**src/rtl/tcc_pkg.sv**
```systemverilog
package tcc_pkg;
  localparam logic [1:0] CM_UP   = 2'd0;
  localparam logic [1:0] CM_DOWN = 2'd1;
  localparam logic [1:0] CM_UPDN = 2'd2;

  localparam logic [2:0] BL_WRITE   = 3'd0;
  localparam logic [2:0] BL_EXTREME = 3'd1;
  localparam logic [2:0] BL_MATCH   = 3'd2;
  localparam logic [2:0] BL_WRAP    = 3'd3;
  localparam logic [2:0] BL_MATCHRS = 3'd4;
endpackage

```
**src/rtl/tcc_rst_sync.sv**
```systemverilog
module tcc_rst_sync #(
  parameter int STAGES = 2
) (
  input  logic clk,
  input  logic arst_n,
  output logic rst_n_o
);
  logic [STAGES-1:0] sync_q;

  generate
    genvar g;
    for (g = 0; g < STAGES; g++) begin : g_stage
      if (g == 0) begin : g_first
        always_ff @(posedge clk or negedge arst_n) begin
          if (!arst_n) sync_q[g] <= 1'b0;
          else         sync_q[g] <= 1'b1;
        end
      end else begin : g_next
        always_ff @(posedge clk or negedge arst_n) begin
          if (!arst_n) sync_q[g] <= 1'b0;
          else         sync_q[g] <= sync_q[g-1];
        end
      end
    end
  endgenerate

  assign rst_n_o = sync_q[STAGES-1];
endmodule

```
**src/rtl/tcc_evt_dec.sv**
```systemverilog
module tcc_evt_dec
  import tcc_pkg::*;
#(
  parameter int W = 16
) (
  input  logic [W-1:0] cnt_i,
  input  logic [W-1:0] max_i,
  input  logic [W-1:0] act_i,
  input  logic [1:0]   cm_i,
  input  logic [2:0]   bm_i,
  input  logic         dirty_i,
  output logic         match_o,
  output logic         load_evt_o,
  output logic         rst_req_o,
  output logic [W-1:0] rld_val_o
);
  logic at_max, at_zero, is_down, is_updn;

  always_comb begin
    match_o = (cnt_i == act_i);
    at_max  = (cnt_i == max_i);
    at_zero = (cnt_i == '0);
    is_down = (cm_i == CM_DOWN);
    is_updn = (cm_i == CM_UPDN);

    case (bm_i)
      BL_WRITE:   load_evt_o = dirty_i;
      BL_EXTREME: load_evt_o = is_updn ? (at_max | at_zero) :
                               (is_down ? at_zero : at_max);
      BL_MATCH:   load_evt_o = match_o;
      BL_WRAP:    load_evt_o = is_updn ? (match_o | at_zero) :
                               (is_down ? at_max : at_zero);
      BL_MATCHRS: load_evt_o = match_o;
      default:    load_evt_o = 1'b0;
    endcase

    rst_req_o = (bm_i == BL_MATCHRS) && match_o;
    rld_val_o = is_down ? max_i : '0;
  end
endmodule

```
**src/rtl/tcc_buf_regs.sv**
```systemverilog
module tcc_buf_regs #(
  parameter int W = 16
) (
  input  logic         clk,
  input  logic         rst_n,
  input  logic         wr_i,
  input  logic [W-1:0] wdata_i,
  input  logic         cap_i,
  input  logic         load_evt_i,
  output logic [W-1:0] act_o,
  output logic [W-1:0] pend_o,
  output logic         dirty_o,
  output logic         cap_q_o
);
  logic [W-1:0] act_q, act_d, pend_q, pend_d;
  logic         dirty_q, dirty_d, cap_q, cap_d;
  logic         do_load;
  logic         act_en, pend_en;

  always_comb begin
    do_load = !cap_i && (cap_q || load_evt_i);
    act_en  = do_load;
    act_d   = pend_q;
    pend_en = wr_i;
    pend_d  = wdata_i;
    if (wr_i)         dirty_d = 1'b1;
    else if (do_load) dirty_d = 1'b0;
    else              dirty_d = dirty_q;
    cap_d = cap_i;
  end

  always_ff @(posedge clk or negedge rst_n) begin
    if (!rst_n) begin
      act_q   <= '0;
      pend_q  <= '0;
      dirty_q <= 1'b0;
      cap_q   <= 1'b0;
    end else begin
      if (act_en)  act_q  <= act_d;
      if (pend_en) pend_q <= pend_d;
      dirty_q <= dirty_d;
      cap_q   <= cap_d;
    end
  end

  assign act_o   = act_q;
  assign pend_o  = pend_q;
  assign dirty_o = dirty_q;
  assign cap_q_o = cap_q;
endmodule

```
**src/rtl/tmr_cmp_chan.sv**
```systemverilog
module tmr_cmp_chan #(
  parameter int CNT_W = 16,
  parameter int RST_STAGES = 2
) (
  input  logic             clk,
  input  logic             arst_n,
  input  logic [CNT_W-1:0] cnt_val,
  input  logic [CNT_W-1:0] cnt_max,
  input  logic [1:0]       cnt_mode,
  input  logic [2:0]       buf_mode,
  input  logic             cap_sel,
  input  logic             ccr_wr,
  input  logic [CNT_W-1:0] ccr_wdata,
  output logic [CNT_W-1:0] cmp_active,
  output logic             cmp_match,
  output logic             cnt_reload,
  output logic [CNT_W-1:0] cnt_reload_val
);
  logic             rst_n_s;
  logic [CNT_W-1:0] act, pend, rld_val;
  logic             dirty, cap_q, eq_raw, load_evt, rst_req;

  tcc_rst_sync #(.STAGES(RST_STAGES)) u_rsync (
    .clk(clk), .arst_n(arst_n), .rst_n_o(rst_n_s)
  );

  tcc_evt_dec #(.W(CNT_W)) u_dec (
    .cnt_i(cnt_val), .max_i(cnt_max), .act_i(act), .cm_i(cnt_mode),
    .bm_i(buf_mode), .dirty_i(dirty), .match_o(eq_raw),
    .load_evt_o(load_evt), .rst_req_o(rst_req), .rld_val_o(rld_val)
  );

  tcc_buf_regs #(.W(CNT_W)) u_regs (
    .clk(clk), .rst_n(rst_n_s), .wr_i(ccr_wr), .wdata_i(ccr_wdata),
    .cap_i(cap_sel), .load_evt_i(load_evt), .act_o(act), .pend_o(pend),
    .dirty_o(dirty), .cap_q_o(cap_q)
  );

  assign cmp_active     = act;
  assign cmp_match      = !cap_sel && eq_raw;
  assign cnt_reload     = !cap_sel && rst_req;
  assign cnt_reload_val = rld_val;
endmodule

```
**config.mk**
```make
export PLATFORM = sky130hd
export DESIGN_NAME = tmr_cmp_chan
export DESIGN_NICKNAME = d
export VERILOG_FILES = /design/src/rtl/tcc_pkg.sv /design/src/rtl/tcc_rst_sync.sv /design/src/rtl/tcc_evt_dec.sv /design/src/rtl/tcc_buf_regs.sv /design/src/rtl/tmr_cmp_chan.sv
export SDC_FILE = /design/constraint.sdc
export NUM_CORES = 1
export LEC_CHECK = 0
export ABC_CLOCK_PERIOD_IN_PS = 1700
export CAP_MARGIN = 10
export CORE_MARGIN = 8
export CORE_UTILIZATION = 41
export DETAILED_ROUTE_END_ITERATION = 7
export PLACE_DENSITY = 0.88
export SYNTH_ARGS = -nofsm -noshare
export SYNTH_HDL_FRONTEND = slang
export SYNTH_SLANG_ARGS = --single-unit
```
**constraint.sdc**
```tcl
create_clock -name clk -period 1.7 [get_ports clk]
set_input_delay 0.34 -clock clk [delete_from_list [all_inputs] [get_ports clk]]
set_output_delay 0.34 -clock clk [all_outputs]
set_load 0.1 [all_outputs]
```
After elaboration in Yosys (flattened, before gate mapping). Index checks and enable logic that the tools add are counted.

Bits in registers: 36. Bits of input ports: 57. Output and inout bits: 34.

Equality and inequality tests: 8. Muxes and demuxes: 8. Bitwise gates (word level): 2. Reduce and logical (&&, ||, !) cells: 10.

Operator list (number): 16-bit == test (2); 16-bit zero test (1); 16-bit two-way mux (1); 3-bit by 2-bit == test with 1-bit output, second input constant (2); 1-bit two-way mux (6); 1-bit logical AND (4); 1-bit one-hot mux with 4 select lines (1); 3-bit by 1-bit == test with 1-bit output, second input constant (1); 3-bit == test, second input constant (1); 3-bit zero test (1); 2-bit by 1-bit == test with 1-bit output, second input constant (1); 2-bit == test, second input constant (1); 1-bit bitwise OR (2); 2-bit nonzero test (1); 2-bit OR reduction (1); 1-bit zero test (1); 1-bit logical OR (1).

Logic depth before layout (Yosys ltp).
Depth in word-level cells: 8. Mapped depth: 8.

Modules after synthesis. A second synthesis with hierarchy kept.

Cell total of the unflattened synthesis: 159. Area total of the unflattened synthesis: 1959.4 µm².

Modules (own cells, without submodules): tcc_buf_regs (times used 1, cells an instance 71, area an instance 1305.0 µm², sequential area each 850.8 µm²); tcc_evt_dec (times used 1, cells an instance 83, area an instance 588.1 µm², sequential area each 0.0 µm²); tcc_rst_sync (times used 1, cells an instance 3, area an instance 53.8 µm², sequential area each 50.0 µm²); tmr_cmp_chan (times used 1, cells an instance 2, area an instance 12.5 µm², sequential area each 0.0 µm²).

Least setup slack after synthesis. No wires, ideal clock.

Path type: reg-to-output. Start: register u_regs.act_q[1] (netlist: u_regs.act_o[1]). End: output port cnt_reload. Data arrival time: 5796 ps. Required time: 1360 ps. Setup slack: -4436 ps. Cell stages (with the launch flop): 6. Buffers on the path: 0. Path through: dfrtp_1 xor2_1 nor4_1 nand4_1 nor2_1 nor4bb_1.

Longest elaborated chain between the ends: 3.

RTL lines: start: declaration (line tcc_buf_regs.sv:15) `logic [W-1:0] act_q, act_d, pend_q, pend_d;`; start signal: assignment (line tcc_buf_regs.sv:39) `if (act_en) act_q <= act_d;`; 16-bit == test (line tcc_evt_dec.sv:20) `match_o = (cnt_i == act_i);`; 1-bit logical AND (line tcc_evt_dec.sv:37) `rst_req_o = (bm_i == BL_MATCHRS) && match_o;`; 1-bit logical AND (line tmr_cmp_chan.sv:41) `assign cnt_reload = !cap_sel && rst_req;`; end: declaration (line tmr_cmp_chan.sv:16) `output logic cnt_reload,`.

No other way between the ends.

Final worst setup path.
Start: input port cnt_val[14]. End: output port cnt_reload.

Longest elaborated chain between the ends: 3.

RTL lines: start: declaration (line tmr_cmp_chan.sv:7) `input logic [CNT_W-1:0] cnt_val,`; 16-bit == test (line tcc_evt_dec.sv:20); 1-bit logical AND (line tcc_evt_dec.sv:37); 1-bit logical AND (line tmr_cmp_chan.sv:41).

No other way between the ends.

==> flow_metrics.tcl <==
set metrics [dict create \
    outcome "finished, violations left" \
    violations "negative setup slack" \
    avgSynthCellArea_um2 12.56 \
    antennaDiodeCount 0 \
    fmax_ghz 0.3842 \
    die_w_um 84.91 \
    drt_iter0_markers 38 \
    setup_viol 19 \
    wl_per_cell_um 18.94 \
    crit_family "buffers and inverters" \
    critPathLaunchType "primary input" \
    pre_cts_ws_ns -1.137 \
    grtUsageTotal_pct 18.26 \
    gp_congestion 0.8149 \
    htreeDepth 2 \
    period_needed_ns 2.603 \
    grt_overflow 0 \
    vias 1737 \
    grt_pass1_wl_mm 10.43 \
    rsz0062_at_grt "yes" \
    hold_class "primary input to asynchronous set/reset pin" \
    drv_cap 0 \
    synth_seq_cells 36 \
    finalWirelength_mm 6.477 \
    crit_slowest_cell "clkdlybuf4s50_1" \
    power_density_nw_per_um2 969.0 \
    synth_area_um2 1947 \
    design.core.area_um2 4661 \
    drt-vias-per-instance 5.079 \
    synth-edff-count 0 \
    leakage_nw 1.617 \
    synth_top_area_share_pct 46.27 \
    clock_latency_ns 0.28 \
    top_layer_used "met4" \
    grt_pass1_vias 2045 \
    syn_nets 212 \
    ys_seq_area_share_pct 46.27 \
    dp_hpwl_mm 5.103 \
    antenna_left 0 \
    cts-buffers-inserted 5 \
    final.setup_skew_ns 0.006678 \
    drt_pass1_iterations 4 \
    cp_data_required_time_ns 1.36 \
    tritoncts "built" \
    syn2layout_area_growth_pct 95.37 \
    final_layout_size_suffix_gt1_share_pct 55.56 \
    initial_core_util_pct 41.77 \
    grt_max_degree 35 \
    worst_ep_arrival_time_ns 2.26 \
    clkSlewWorstSetupHoldPaths_ns 0.07 \
    slew_viol_final 0 \
    synth_cell_type_count 26 \
    power.total_mw 3.686 \
    io_pins 91 \
    nNetsFinal 344 \
    wl_met1_mm 2.507 \
    synth.most_common_cell "dfrtp_1" \
    synth_top_cells_by_count "36 x dfrtp_1, 32 x xor2_1, 23 x mux2_2" \
    path_cells "clkdlybuf4s50_1 > xor2_1 > nor4_2 > nand4_1 > buf_4 > nor2_4 > nor4bb_4 > buf_12" \
    synthCells 155 \
    fin_ws_ns -0.9026 \
    wl_met3_um 433 \
    hold_buffers 0 \
    endpoint_kind "output pin" \
    synth_area_leader_cell "dfrtp_1" \
    yosysWarnings 0 \
    antenna_found_initial 0 \
    num_rows 25 \
    ir_drop_v 0.0007193 \
    period_share_pct 153.1 \
    critPathMaxStageDelay_ns 0.49 \
    worstSetupPathType "primary input to output pin" \
    seq_area_um2 950.9 \
    clock_path_buffers 2 \
    critPathBufInv 3 \
    ys_async_sr_fraction_pct 100.0 \
    cts_root_buffer "clkbuf_8" \
    hold_viol_final 0 \
    clock-sinks 36 \
    multi_input_comb_area_um2 1120 \
    dr_wl_met2_mm 3.376 \
    detail_route.drc_violations 0 \
    finalInstanceArea_um2 3804 \
    fp.dieH_um 84.91 \
    fillers 265 \
    place_area_um2 3632 \
    cp_max_fo 3 \
    port_buffers 90 \
    synthTopCellsByArea "dfrtp_1 46%, xor2_1 14%, mux2_2 13%" \
    synthFlopType "dfrtp_1" \
    die_area_um2 7210 \
]
## report_power, final
| part | internal, mW | switching, mW | total, mW |
|---|---|---|---|
| clock | 0.370 | 0.295 | 0.665 |
| combinational | 0.829 | 1.09 | 1.91 |
| sequential | 1.02 | 0.0860 | 1.11 |
## final timing paths
path / slack (ns) / cells past startpoint / end / startpoint
max in group asynchronous: 1.07 / 1 / u_regs.act_o[8] / u_rsync.rst_n_o
min in group clk: 0.35 / 0 / u_rsync.rst_n_o / u_rsync.sync_q[0]
worst max register to register: -0.83 / 10 / u_regs.act_o[5] / u_regs.act_o[1]
worst min register to register: 0.27 / 1 / u_regs.pend_o[10] / u_rsync.rst_n_o
worst max-delay path: -0.90 / 8 / cnt_reload / cnt_val[14]
worst min-delay path: 0.21 / 1 / u_rsync.rst_n_o / arst_n
## per-layer routing
metal | vias to the layer above | track usage (%)
li1 | 807 | -
met1 | 851 | 19.61
met2 | 66 | 32.64
met3 | 13 | 5.695
met4 | 0 | 6.958
met5 | - | 0
## sequential cells by signal, indices dropped and copies added (netlist names)
name             count
u_regs.cap_q_o       1
u_rsync.sync_q       1
u_regs.dirty_o       1
u_regs.pend_o       16
u_regs.act_o        16
u_rsync.rst_n_o      1
## cells by family (layout without fill, tap and decap cells)
group	after synthesis	count (layout)	synth area share [%]
mux	32	32	20.24
xor+xnor	34	34	15.30
simple gates	41	41	12.98
buf+inv	5	138	1.799
flops	36	36	46.27
other cells	1	1	0.1926
compound gates	6	6	3.213
## final cells by class
class,count,area share [%]
Timing Repair Buffer,129,41.05
Multi-Input combinational cell,114,29.44
Sequential cell,36,25.00
Clock buffer,8,2.632
Tap cell,54,1.776
Inverter,1,0.09868
## placed cells by master, fill, tap and decap left out, types with 2 or more instances in the layout
| cell | count |
|---|---|
| clkdlybuf4s50_1 | 51 |
| and2_2 | 4 |
| nor4_1 | 5 |
| nor3_1 | 2 |
| clkdlybuf4s15_2 | 2 |
| nor2_1 | 2 |
| clkbuf_8 | 7 |
| xor2_1 | 32 |
| mux2_4 | 9 |
| dfrtp_4 | 12 |
| and2_4 | 12 |
| buf_4 | 36 |
| nor4_2 | 7 |
| xnor2_1 | 2 |
| buf_12 | 36 |
| dlygate4sd2_1 | 3 |
| dfrtp_2 | 4 |
| dfrtp_1 | 20 |
| nand4_1 | 3 |
| mux2_2 | 23 |
## through the flow
step / cells / TNS (ns) / hold WS (ns) / utilization, %
floorplan: 155 / -14.20 / 0.04441 / -
global route: 342 / -17.90 / 0.2127 / 81.61
finish: 342 / -15.65 / 0.2128 / 81.61
detailed placement: 332 / -25.50 / 0.2914 / 77.93
CTS: 342 / -14.29 / 0.2069 / 81.15
global placement: 332 / -23.92 / 0.2775 / 77.93
## timing repair
item	in CTS	in global routing
setup buffers	2	0
resized for setup	16	5
endpoints found under the setup margin	35	21
pin swaps	5	1
Power figures use the tool's default switching activity.
